### src/rtl/rim_pkg.sv
`timescale 1ns/1ps
package rim_pkg;
   // which source feeds the output stage this cycle
   typedef enum logic [1:0] {
      SEL_NONE  = 2'd0,
      SEL_FWD   = 2'd1,
      SEL_LOCAL = 2'd2
   } rim_sel_e;
endpackage

### src/rtl/rim_fifo.sv
`timescale 1ns/1ps
module rim_fifo #(
   parameter int W     = 8,
   parameter int DEPTH = 4
) (
   input  logic         clk,
   input  logic         rst_n,
   input  logic         push,
   input  logic [W-1:0] wdata,
   input  logic         pop,
   output logic [W-1:0] rdata,
   output logic         empty,
   output logic         full
);
   localparam int AW = (DEPTH > 1) ? $clog2(DEPTH) : 1;

   initial begin : prm_chk
      assert (DEPTH >= 1 && (DEPTH & (DEPTH - 1)) == 0)
         else $error("rim_fifo: DEPTH must be a power of two");
      assert (W >= 1) else $error("rim_fifo: W must be positive");
   end

   generate
      if (DEPTH == 1) begin : g_single
         logic [W-1:0] hold_q;
         logic         full_q;
         always_ff @(posedge clk) begin
            if (!rst_n)    full_q <= 1'b0;
            else if (push) full_q <= 1'b1;
            else if (pop)  full_q <= 1'b0;
         end
         always_ff @(posedge clk) begin
            if (push) hold_q <= wdata;
         end
         assign rdata = hold_q;
         assign empty = !full_q;
         assign full  = full_q;
      end else begin : g_ring
         localparam logic [AW:0] FULL_CNT = (AW+1)'(DEPTH);
         logic [W-1:0]  mem [DEPTH];
         logic [AW-1:0] wp_q, rp_q;
         logic [AW:0]   cnt_q;
         always_ff @(posedge clk) begin
            if (!rst_n) begin
               wp_q  <= '0;
               rp_q  <= '0;
               cnt_q <= '0;
            end else begin
               if (push) wp_q <= wp_q + 1'b1;
               if (pop)  rp_q <= rp_q + 1'b1;
               unique case ({push, pop})
                  2'b10:   cnt_q <= cnt_q + 1'b1;
                  2'b01:   cnt_q <= cnt_q - 1'b1;
                  default: cnt_q <= cnt_q;
               endcase
            end
         end
         always_ff @(posedge clk) begin
            if (push) mem[wp_q] <= wdata;
         end
         assign rdata = mem[rp_q];
         assign empty = (cnt_q == '0);
         assign full  = (cnt_q == FULL_CNT);
      end
   endgenerate


   no_overflow_chk: assert property (@(posedge clk) disable iff (!rst_n)
      push |-> !full);

   no_underflow_chk: assert property (@(posedge clk) disable iff (!rst_n)
      pop |-> !empty);
endmodule

### src/rtl/rim_timer.sv
`timescale 1ns/1ps
module rim_timer #(
   parameter int          TW       = 16,
   parameter int unsigned TMO_INIT = 1000
) (
   input  logic          clk,
   input  logic          rst_n,
   input  logic          wr_en,
   input  logic [TW-1:0] wr_data,
   input  logic          start,   // local word sent this cycle
   input  logic          hit,     // own word stripped this cycle
   output logic          pending,
   output logic          slot
);
   localparam logic [TW-1:0] INIT_V = TW'(TMO_INIT);

   initial begin : prm_chk
      assert (TW >= 2 && TW <= 31) else $error("rim_timer: TW out of range");
      assert (TMO_INIT != 0 && TMO_INIT < (32'd1 << TW))
         else $error("rim_timer: TMO_INIT must be non-zero and fit TW bits");
   end

   logic [TW-1:0] reload_q, cnt_q;
   logic          pend_q, slot_q;

   always_ff @(posedge clk) begin
      if (!rst_n)                          reload_q <= INIT_V;
      else if (wr_en && wr_data != '0)     reload_q <= wr_data;
   end

   always_ff @(posedge clk) begin
      if (!rst_n) begin
         cnt_q  <= '0;
         pend_q <= 1'b0;
         slot_q <= 1'b0;
      end else if (start) begin
         cnt_q  <= reload_q;
         pend_q <= 1'b1;
         slot_q <= 1'b0;
      end else if (hit) begin
         cnt_q  <= '0;
         pend_q <= 1'b0;
         slot_q <= 1'b1;
      end else if (pend_q) begin
         cnt_q <= cnt_q - 1'b1;
         if (cnt_q == TW'(1)) begin
            pend_q <= 1'b0;
            slot_q <= 1'b1;
         end
      end
   end

   assign pending = pend_q;
   assign slot    = slot_q;


   zero_write_chk: assert property (@(posedge clk) disable iff (!rst_n)
      (wr_en && wr_data == '0) |=> $stable(reload_q));

   expiry_slot_chk: assert property (@(posedge clk) disable iff (!rst_n)
      (pend_q && cnt_q == TW'(1) && !start && !hit) |=> (!pend_q && slot_q));

   live_count_chk: assert property (@(posedge clk) disable iff (!rst_n)
      pend_q |-> (cnt_q != '0));
endmodule

### src/rtl/rim_sel.sv
`timescale 1ns/1ps
module rim_sel
   import rim_pkg::*;
(
   input  logic     clk,
   input  logic     rst_n,
   input  logic     load_ok,
   input  logic     pt_empty,
   input  logic     tx_empty,
   input  logic     pending,
   input  logic     slot,
   input  logic     hit,
   output rim_sel_e sel
);
   logic local_ok;

   // a held slot or a strip this cycle lets a local word cut in
   assign local_ok = !tx_empty && (slot || hit || (pt_empty && !pending));

   always_comb begin
      if (!load_ok)      sel = SEL_NONE;
      else if (local_ok) sel = SEL_LOCAL;
      else if (!pt_empty) sel = SEL_FWD;
      else               sel = SEL_NONE;
   end


   fwd_first_chk: assert property (@(posedge clk) disable iff (!rst_n)
      (pending && !slot && !hit) |-> (sel != SEL_LOCAL));
endmodule

### src/rtl/ring_insert_arb.sv
`timescale 1ns/1ps
module ring_insert_arb #(
   parameter int          ID_W     = 4,
   parameter int          DATA_W   = 16,
   parameter int          PT_DEPTH = 4,
   parameter int          TX_DEPTH = 4,
   parameter int          TMO_W    = 16,
   parameter int unsigned TMO_INIT = 1000
) (
   input  logic              clk,
   input  logic              rst_n,
   input  logic [ID_W-1:0]   node_id,
   input  logic              tmo_wr_en,
   input  logic [TMO_W-1:0]  tmo_wr_data,
   input  logic              up_valid,
   input  logic [ID_W-1:0]   up_src,
   input  logic [DATA_W-1:0] up_data,
   output logic              up_ready,
   input  logic              tx_valid,
   input  logic [DATA_W-1:0] tx_data,
   output logic              tx_ready,
   output logic              out_valid,
   output logic [ID_W-1:0]   out_src,
   output logic [DATA_W-1:0] out_data,
   input  logic              out_ready,
   output logic              own_pending
);
   import rim_pkg::*;

   localparam int PT_W = ID_W + DATA_W;

   initial begin : prm_chk
      assert (ID_W >= 1 && DATA_W >= 1) else $error("ring_insert_arb: bad widths");
   end

   logic              hit, pt_push, pt_empty, pt_full, tx_push, tx_empty, tx_full;
   logic              load_ok, slot;
   logic [PT_W-1:0]   pt_head;
   logic [DATA_W-1:0] tx_head;
   logic              ov_q;
   logic [ID_W-1:0]   os_q;
   logic [DATA_W-1:0] od_q;
   rim_sel_e          sel;

   assign hit      = up_valid && (up_src == node_id);
   assign up_ready = hit || !pt_full;
   assign pt_push  = up_valid && !hit && !pt_full;
   assign tx_ready = !tx_full;
   assign tx_push  = tx_valid && !tx_full;
   assign load_ok  = !ov_q || out_ready;

   rim_fifo #(.W(PT_W), .DEPTH(PT_DEPTH)) pt_fifo_i (
      .clk(clk), .rst_n(rst_n), .push(pt_push), .wdata({up_src, up_data}),
      .pop(sel == SEL_FWD), .rdata(pt_head), .empty(pt_empty), .full(pt_full));

   rim_fifo #(.W(DATA_W), .DEPTH(TX_DEPTH)) tx_fifo_i (
      .clk(clk), .rst_n(rst_n), .push(tx_push), .wdata(tx_data),
      .pop(sel == SEL_LOCAL), .rdata(tx_head), .empty(tx_empty), .full(tx_full));

   rim_timer #(.TW(TMO_W), .TMO_INIT(TMO_INIT)) timer_i (
      .clk(clk), .rst_n(rst_n), .wr_en(tmo_wr_en), .wr_data(tmo_wr_data),
      .start(sel == SEL_LOCAL), .hit(hit), .pending(own_pending), .slot(slot));

   rim_sel sel_i (
      .clk(clk), .rst_n(rst_n), .load_ok(load_ok), .pt_empty(pt_empty),
      .tx_empty(tx_empty), .pending(own_pending), .slot(slot), .hit(hit),
      .sel(sel));

   always_ff @(posedge clk) begin
      if (!rst_n) begin
         ov_q <= 1'b0;
         os_q <= '0;
         od_q <= '0;
      end else if (load_ok) begin
         ov_q <= (sel != SEL_NONE);
         if (sel == SEL_FWD) begin
            os_q <= pt_head[PT_W-1:DATA_W];
            od_q <= pt_head[DATA_W-1:0];
         end else if (sel == SEL_LOCAL) begin
            os_q <= node_id;
            od_q <= tx_head;
         end
      end
   end

   assign out_valid = ov_q;
   assign out_src   = os_q;
   assign out_data  = od_q;


   out_hold_chk: assert property (@(posedge clk) disable iff (!rst_n)
      (out_valid && !out_ready) |=> (out_valid && $stable(out_src) && $stable(out_data)));

   send_arms_chk: assert property (@(posedge clk) disable iff (!rst_n)
      (sel == SEL_LOCAL) |=> (own_pending && out_valid && out_src == $past(node_id)));

   strip_clears_chk: assert property (@(posedge clk) disable iff (!rst_n)
      (hit && sel != SEL_LOCAL) |=> !own_pending);

   own_taken_chk: assert property (@(posedge clk) disable iff (!rst_n)
      hit |-> up_ready);
endmodule

### config.mk
export PLATFORM = sky130hd
export DESIGN_NAME = ring_insert_arb
export DESIGN_NICKNAME = d
export VERILOG_FILES = /design/src/rtl/rim_pkg.sv /design/src/rtl/rim_fifo.sv /design/src/rtl/rim_timer.sv /design/src/rtl/rim_sel.sv /design/src/rtl/ring_insert_arb.sv
export SDC_FILE = /design/constraint.sdc
export NUM_CORES = 1
export LEC_CHECK = 0
export CAP_MARGIN = 10
export CORE_MARGIN = 3
export CORE_UTILIZATION = 57
export DETAILED_ROUTE_END_ITERATION = 6
export PLACE_DENSITY = 0.9
export REMOVE_ABC_BUFFERS = 1
export SYNTH_ARGS = -nofsm -noshare
export SYNTH_HDL_FRONTEND = slang
export SYNTH_SLANG_ARGS = --single-unit
### constraint.sdc
create_clock -name clk -period 5.15 [get_ports clk]
set_input_delay 1.545 -clock clk [delete_from_list [all_inputs] [get_ports clk]]
set_output_delay 1.545 -clock clk [all_outputs]
set_load 0.1 [all_outputs]
==> Word level (Yosys, flattened, before mapping) <==
Memories as Yosys holds them, arrays and structs flattened. A register that Yosys moved wholly into a read port is not among the register bits.
Cells that the tools add are included.
{ "totals": {"ramBits": 144, "mem_bits_ro": 0, "word_cells": 92, "latch_bits": 0, "memories": 2, "register_bits": 69, "output_inout_bits": 24} }
{ "memory_table": {"columns": ["memory", "words", "word_bits", "read_ports", "rd_clocked_by_memory_dff", "write_ports", "line_no", "rtl"], "rows": [
  ["pt_fifo_i.g_ring.mem", 4, 20, 1, 1, 1, "rim_fifo.sv:40", "logic [W-1:0] mem [DEPTH];"],
  ["tx_fifo_i.g_ring.mem", 4, 16, 1, 1, 1, "rim_fifo.sv:40", null]
]} }
{ "op_classes": {"n_addsub": 9, "mux": 27, "div": 0, "multipliers": 0, "reduce_logical": 30, "magnitude_cmp": 0, "shift": 0, "n_eq_ne": 10, "bitwise_logic": 1} }
{ "op_table": {"columns": ["operator", "n"], "rows": [
  ["16-bit two-way mux", 5],
  ["16-bit by 1-bit equality test with 1-bit output, second input constant", 1],
  ["16-bit nonzero test", 1],
  ["16-bit by 1-bit subtractor with 16-bit output, second input constant", 1],
  ["1-bit two-way mux", 12],
  ["2-bit two-way mux", 6],
  ["3-bit case mux with 2 select lines", 2],
  ["2-bit nonzero test", 6],
  ["2-bit by 1-bit adder with 2-bit output, second input constant", 4],
  ["4-bit two-way mux", 2],
  ["1-bit logical AND", 7],
  ["3-bit by 1-bit adder with 3-bit output, second input constant", 2],
  ["2-bit by 1-bit equality test with 1-bit output, second input constant", 3],
  ["2-bit equality test, second input constant", 3],
  ["3-bit equality test, second input constant", 2],
  ["1-bit zero test", 6],
  ["3-bit zero test", 2],
  ["3-bit by 1-bit subtractor with 3-bit output, second input constant", 2],
  ["4-bit equality test", 1],
  ["1-bit logical OR", 4],
  ["2-bit AND reduction", 2],
  ["3-bit nonzero test", 1],
  ["2-bit OR reduction", 1],
  ["1-bit NOT", 1]
]} }

==> Logic depth before layout (Yosys ltp) <==
Gate-level depths: netlist (run 1).
{ "logic_depth": {"word_depth": 10, "depth_mapped": 13, "ltp_nobuf": 12} }

==> By module <==
A second synthesis (run 1) with hierarchy kept.
{ "hier_totals": {"cells_unflattened": 599, "area_unflattened_um2": 9018.6} }
{ "by_module_without_submodules": {"columns": ["mod", "n_inst", "area_each_um2", "seq_area_each_um2", "cells_per_inst"], "rows": [
  ["rim_fifo (pt_fifo_i)", 1, 3335.7, 2582.5, 150],
  ["rim_fifo (tx_fifo_i)", 1, 2796.4, 2102.0, 130],
  ["rim_timer", 1, 1727.9, 680.7, 204],
  ["ring_insert_arb", 1, 1123.6, 420.4, 109],
  ["rim_sel", 1, 35.0, 0.0, 6]
]} }

==> Worst setup path after synthesis (run 1) <==
No wires, ideal clock.
{ "synth_path": {"kind": "in2out", "startpoint": "input port up_src[1]", "endpoint": "output port up_ready", "stages": 4, "slack_ps": 594, "t_arrival_ps": 3011, "path_cell_list": "xor2_1 -> nor4_4 -> nand2_1 -> nand3_1"} }
{ "synth_between": {"elab_chain_len": 3} }
{ "synth_lines": {"columns": ["element", "line_no", "rtl"], "rows": [
  ["from (decl)", "ring_insert_arb.sv:16", "input logic [ID_W-1:0] up_src,"],
  ["4-bit equality test", "ring_insert_arb.sv:45", "assign hit = up_valid && (up_src == node_id);"],
  ["1-bit logical AND", "ring_insert_arb.sv:45", null],
  ["1-bit logical OR", "ring_insert_arb.sv:46", "assign up_ready = hit || !pt_full;"],
  ["to (decl)", "ring_insert_arb.sv:18", "output logic up_ready,"]
]} }
Every way passes these cells.

==> Final worst setup path (run 1) <==
Ends and elaborated chain as after synthesis.

==> run metrics, run 1 <==
status=finished, final reports clean; # diodes=0; initial antenna violation count=0; drt drc=0; Slowest-stage cell, CP=nor4_4; via count=5,299; max cap viols=0; FILL cells=910; Iteration-0 DRC Markers=between 400 and 500; dominant cell type by area after synthesis=edfxtp_1; Starting Density=0.594; mean area per synthesized cell=15.0 µm²; routability cong.=0.799; Relative slew margins=0.296; CTS max path bufs=3; Clk Latency, worst-skew pair=between 0.5 and 0.6 ns; area occupied by multi-input gates=0.00284 mm²; final setup fails=0; CTS H-Tree Depth=1; post-route setup TNS=0 ns; delay of the slowest cell on the worst path=about 0.5 ns; hold crit path type=flop to flop; clock period minus final worst setup slack=4.91 ns; RSZ-0062 raised after global routing=no; crit-path cells=clkdlybuf4s50_1 -> xor2_1 -> nor4_4 -> nand2_1 -> nand3_1 -> buf_12; commonest non-fill, non-tap cell in the layout=edfxtp_1; cts bufs inserted=22; top cell type's share of synthesized area=0.491; cts hold-fix bufs=0; setup repair bufs after CTS=0; Synth async-reset ratio=0; Main synth FF type=edfxtp_1; Post-synth EDFFs=144; Pwr Density=592 mW/mm²; Synth Cell Area=around 0.0088 mm²; part of the Yosys area used for sequential elements=0.657; CP bufs+invs=2; f_max=204 MHz; Finished Cell Area=around 0.011 mm²; area growth from synthesis to layout=19.6%; wire per inst=around 22 µm; GRT overflow=0; GRT Util Overall=0.232; CTS tree=yes; WP data arrival=about 3.4 ns; Worst Path Required=roughly 3.6 ns; Root Buffer=clkbuf_16; main area contributors after synthesis=edfxtp_1 (49%), dfxtp_1 (17%), mux4_2 (9.2%); CP top delay family=simple AND/OR/NAND/NOR gates; commonest non-fill, non-tap cells in the layout=edfxtp_1 (144), clkdlybuf4s50_1 (83), dfxtp_1 (73); leakage=0.00360 µW; largest net degree at the start of global routing=66; FF/Latch Area=just under 0.006 mm²; number of global-route vias before repair=around 5,600; DP Area=0.00982 mm²; Clock Skew=0.0227 ns; Critical Setup Path Class=input port to output port; Slew @ Worst Pin=1.06 ns; HPWL Detailed=12,200 µm; Yosys cell types=51; Mapped Cells=586; crit share post-route=0.954; maximum vdd drop=0.362 mV; FF+latch count, synth=between 200 and 250; global-route wire length before repair=roughly 30,000 µm; hold violation total from the final report=0; clock sinks=217; Clk pin slew, worst setup/hold paths=0.06 ns; Final ANT Viol Nets=0; synth warn=0; routed wire length=between 15,000 and 20,000 µm; std cell rows=between 40 and 50; final slew viol count=0; vias per std cell=6.05; # IOs=86; Final nets=755; PostCTS Resize Cnt=0; Pre-antenna DRT Iters=5; Die W=130 µm; CP startpoint kind=input port; share of cells above drive strength 1=0.124; Buffers on Ports=85; Die Area=0.0170 mm²; Crit. End Element=output port; Die Ht=~130 µm; Hold Slack=0.464 ns; Core Area=0.0148 mm²; CP Max Fanout=5
==> worst reg2reg max path, delay by kind of cell (launching register included) <==
family | cells | cell delay, ns
xor gates and xnor gates | 1 | 0.16
and+or+nand+nor | 2 | 0.76
DFF | 1 | 0.36
AOI/OAI and AO/OA | 3 | 0.61
adders and majority gates | 3 | 0.92
==> per-stage QoR <==
step | utilization | cells | setup slack (ns) | power (µW)
6_report | 0.711 | 876 | 0.236 | 6230
5_1_grt | 0.711 | 876 | 0.189 | 6520
4_1_cts | 0.710 | 875 | 0.261 | 6250
3_5_place_dp | 0.663 | 835 | 0.265 | 4710
3_3_place_gp | 0.663 | 835 | 0.328 | 4590
2_1_floorplan | - | 557 | 0.417 | 4040
==> logic make-up after synthesis <==
| family | Yosys count | share of synthesized area |
|---|---|---|
| xor+xnor | 25 | 0.0249 |
| simple gates | 131 | 0.0813 |
| flops | 217 | 0.657 |
| compound gates | 85 | 0.0603 |
| fa+ha+maj | 17 | 0.0259 |
| mux | 69 | 0.130 |
| buf+inv | 42 | 0.0203 |
==> sequential cells by signal, indices dropped and copies added, names as in the netlist, 3 cells and up, named ones only <==
signal / cells
pt_fifo_i.g_ring.mem: 80
pt_fifo_i.g_ring.cnt_q: 3
out_src: 4
out_data: 16
timer_i.cnt_q: 16
tx_fifo_i.g_ring.mem: 64
tx_fifo_i.g_ring.cnt_q: 3
timer_i.reload_q: 16
==> path summary, 6_finish.rpt <==
path	startpoint	slack (ns)	cells after the start	end
worst max-delay path	up_src[1]	0.24	6	up_ready
worst min-delay path	timer_i.reload_q[5]	0.46	2	timer_i.cnt_q[5]
worst max register to register	tx_fifo_i.g_ring.cnt_q[0]	2.27	9	tx_fifo_i.g_ring.cnt_q[2]
worst min register to register	timer_i.reload_q[5]	0.46	2	timer_i.cnt_q[5]
==> synth_stat cells, types with 4 or more instances <==
cell type	n
o21ai_0	28
and3_1	4
nor4_1	7
nand3_1	9
a211oi_1	5
buf_2	6
clkbuf_1	16
edfxtp_1	144
nor2_1	16
xnor2_1	15
a21boi_0	8
xor2_1	10
inv_1	13
a21oi_1	26
nor2b_1	9
nand2_1	41
nor3_1	4
o31ai_1	4
ha_1	15
or3_1	4
a22oi_1	4
mux4_2	36
mux2i_1	32
and2_1	21
dfxtp_1	73
==> power breakdown <==
group / total, µW / switching, µW / internal (µW) / leakage (µW)
clock: 1500 / 641 / 863 / 0.000334
sequential: 2390 / 228 / 2160 / 0.00192
combinational: 2340 / 1460 / 883 / 0.00135
total: 6230 / 2330 / 3900 / 0.00360
==> routing by layer <==
layer  track usage  routed length, µm  vias to the layer above
met5             0                  0                        -
met4        0.0801                669                        0
met3        0.0463               1150                       54
met2         0.399              10000                      208
met1         0.297               7520                     2640
li1              -                  -                     2397
==> layout make-up <==
class	count	area share
multi-input cells	327	0.269
repair buffers	95	0.0892
well taps	184	0.0219
inverters	13	0.00464
clock buffers	31	0.0565
clock inverters	9	0.00868
flip-flops and latches	217	0.550
No activity file was read; power rests on OpenSTA's default activity.
==> run 2, diff against run 1 <==
--- a/config.mk
+++ b/config.mk
@@ -6,9 +6,11 @@
 export NUM_CORES = 1
 export LEC_CHECK = 0
 export CAP_MARGIN = 10
+export CORE_ASPECT_RATIO = 1.2
 export CORE_MARGIN = 3
 export CORE_UTILIZATION = 57
 export DETAILED_ROUTE_END_ITERATION = 6
+export GPL_TIMING_DRIVEN = 0
 export PLACE_DENSITY = 0.9
 export REMOVE_ABC_BUFFERS = 1
 export SYNTH_ARGS = -nofsm -noshare
==> run 2 against run 1 <==
Against the previous run: global-route usage grew 0.078 points; routed wire length grew 0.58%; worst hold slack lost 0.0040 ns; utilization shrank 0.26 points; clock power grew 14%; cell count grew 1.8%; worst setup slack lost 0.098 ns; count of clock-buffer cells in the layout shrank 4; sequential power is essentially flat; first-iteration DRC count grew 14%; register-to-register slack lost 0.27 ns; critical path depth is the same; critical endpoint unchanged; largest cell class unchanged.
==> run metrics, run 2 (synthesis results as in run 1) <==
commonest non-fill, non-tap cell in the layout=edfxtp_1 (unchanged); CP Max Fanout=5 (unchanged); setup slack, reg-to-reg=2.00 ns (was 2.27 ns); worst hold stages=2 (unchanged); cts bufs inserted=22 (unchanged); via count=5,248 (was 5,299); hold path startpoint=timer_i.reload_q[11] (was timer_i.reload_q[5]); CP startpoint kind=input port (unchanged); global-route wire length before repair=30,800 µm (was 30,100 µm); initial antenna violation count=0 (unchanged); routed wire length=19,500 µm (was 19,300 µm); worst r2r dst=pt_fifo_i.g_ring.cnt_q[2] (was tx_fifo_i.g_ring.cnt_q[2]); post-route setup TNS=0 ns (unchanged); f_max=200 MHz (was 204 MHz); Comb pwr share=0.365 (was 0.376); Pre-antenna DRT Iters=5 (unchanged); hold crit path type=flop to flop (unchanged); Reg2Reg Depth=9 (unchanged); maximum vdd drop=0.447 mV (was 0.362 mV); Relative slew margins=0.254 (was 0.296); HPWL Detailed=12,000 µm (was 12,200 µm); Die Area=0.0170 mm² (about the same); Core Util, Final=0.708 (was 0.711); final slew viol count=0 (unchanged); clock period minus final worst setup slack=5.01 ns (was 4.91 ns); # IOs=86 (unchanged); WP data arrival=3.47 ns (was 3.37 ns); CTS H-Tree Depth=1 (unchanged); GRT overflow=0 (unchanged); leakage=0.00364 µW (was 0.00360 µW); clock share of power=0.265 (was 0.241); hold violation total from the final report=0 (unchanged); routability cong.=0.856 (was 0.799); Die W=119 µm (was 130 µm); Pwr Density=605 mW/mm² (was 592 mW/mm²); Critical Setup Path Class=input port to output port (unchanged); vias per std cell=5.88 (was 6.05); Final nets=750 (was 755); Clk pin slew, worst setup/hold paths=0.06 ns (about the same); FILL cells=960 (was 910); cts hold-fix bufs=0 (unchanged); crit share post-route=0.973 (was 0.954); Crit. End Element=output port (unchanged); area growth from synthesis to layout=21.3% (was 19.6%); CTS max path bufs=3 (unchanged); Core Area=0.0151 mm² (was 0.0148 mm²); Clock Skew=0.0137 ns (was 0.0227 ns); Hold Path Sink=timer_i.cnt_q[11] (was timer_i.cnt_q[5]); Die Ht=142 µm (was 130 µm); Total Power=6460 µW (was 6230 µW); crit-path cells=clkdlybuf4s50_1 -> xor2_1 -> nor4_4 -> nand2_1 -> nand3_1 -> clkbuf_4 (was clkdlybuf4s50_1 -> xor2_1 -> nor4_4 -> nand2_1 -> nand3_1 -> buf_12); largest net degree at the start of global routing=61 (was 66); wire per inst=21.8 µm (was 22.1 µm); Final ANT Viol Nets=0 (unchanged); part of the power in registers=0.370 (was 0.383); max reg flops=80 (unchanged); Buffers on Ports=85 (unchanged); CP bufs+invs=2 (unchanged); Sw Share=0.362 (was 0.374); largest registers=pt_fifo_i.g_ring.mem: 80 flops, tx_fifo_i.g_ring.mem: 64 flops (unchanged); max cap viols=0 (unchanged); final setup fails=0 (unchanged); std cell rows=49 (was 44); Slowest-stage cell, CP=clkdlybuf4s50_1 (was nor4_4); clock sinks=217 (unchanged); Clk Latency, worst-skew pair=0.50 ns (was 0.51 ns); CTS tree=yes (unchanged); status=finished, final reports clean (unchanged); number of global-route vias before repair=5,513 (was 5,620); R2R Path Start=timer_i.pending (was tx_fifo_i.g_ring.cnt_q[0]); Switch Pwr=2340 µW (was 2330 µW); commonest non-fill, non-tap cells in the layout=edfxtp_1 (144), clkdlybuf4s50_1 (83), dfxtp_1 (73) (unchanged); Slew @ Worst Pin=1.12 ns (was 1.06 ns); Starting Density=0.583 (was 0.594); Iteration-0 DRC Markers=511 (was 448); Worst Path Required=3.61 ns (about the same); delay of the slowest cell on the worst path=0.51 ns (about the same); Top reg by flops=pt_fifo_i.g_ring.mem (unchanged); Int Pwr=4120 µW (was 3900 µW); drt drc=0 (unchanged); Root Buffer=clkbuf_16 (unchanged); CP top delay family=buffers and inverters (was simple AND/OR/NAND/NOR gates); GRT Util Overall=0.233 (was 0.232); RSZ-0062 raised after global routing=no (unchanged); share of cells above drive strength 1=0.132 (was 0.124)
run 2: cell count changes in the layout (fill, tap and decap cells not counted), sizes merged:
cell / before / now
buf: 12 / 5
clkinvlp: 0 / 3
bufinv: 1 / 4
clkinv: 8 / 6
diode: 0 / 1
clkbuf: 31 / 29
run 2: metal layers:
| layer | vias to the layer above | share of wire | track usage |
|---|---|---|---|
| met4 | 0 | 0.022 | 0.0706 |
| li1 | 2383 | - | - |
| met1 | 2625 | 0.38 | 0.295 |
| met2 | 208 | 0.54 | 0.418 |
| met5 | - | 0 | 0 |
| met3 | 32 | 0.054 | 0.0362 |
run 2: tightest hold or removal path: stages, from the launching register on:
cell,delay (ns)
dfxtp_1,0.31
nand2_1,0.06
o21ai_2,0.05
run 2: cell type report:
type	instances	area, µm²	share of cell area
antenna	1	2.50	0.000234
timing repair buffer	90	960	0.0899
clock inverter	13	164	0.0154
multi-input combinational	327	2840	0.266
inverter	13	48.8	0.00457
clock buffer	27	621	0.0581
tap	204	255	0.0239
sequential	217	5790	0.542
run 2: power by group through the flow:
stage | logic, µW | clock network [µW] | registers, µW
2_1_floorplan | 1240 | 0 | 2790
5_1_grt | 2530 | 1800 | 2420
3_3_place_gp | 2110 | 0 | 2420
3_5_place_dp | 2270 | 0 | 2430
4_1_cts | 2300 | 1730 | 2410
6_report | 2360 | 1710 | 2390
run 2: how the worst max path moves through the flow:
stage          cells past startpoint                         to  slack (ns)      start
6_report                           6                   up_ready        0.14  up_src[1]
3_3_place_gp                      13  pt_fifo_i.g_ring.cnt_q[2]       -0.75  up_src[1]
3_5_place_dp                       6                   up_ready       -0.70  up_src[1]
4_1_cts                            6                   up_ready        0.01  up_src[1]
5_1_grt                            6                   up_ready        0.05  up_src[1]
2_1_floorplan                     11  pt_fifo_i.g_ring.cnt_q[2]        0.42  up_src[0]
run 2: metrics by stage:
stage                     hold slack (ns)  setup slack [ns]  area (µm²)  std cells
final                               0.460             0.138       10700        892
after global routing                0.486            0.0498       10700        891
after CTS                           0.468            0.0149       10600        889
after detailed placement            0.453            -0.695        9850        849
after global placement              0.451            -0.745        9780        846
after floorplan                     0.425             0.417        8670        557
run 2: what timing repair did:
item                       in CTS  in global routing
pin swaps                       0                  1
setup endpoints to repair       2                  3
buffers inserted                0                  1
resized for setup               6                  2
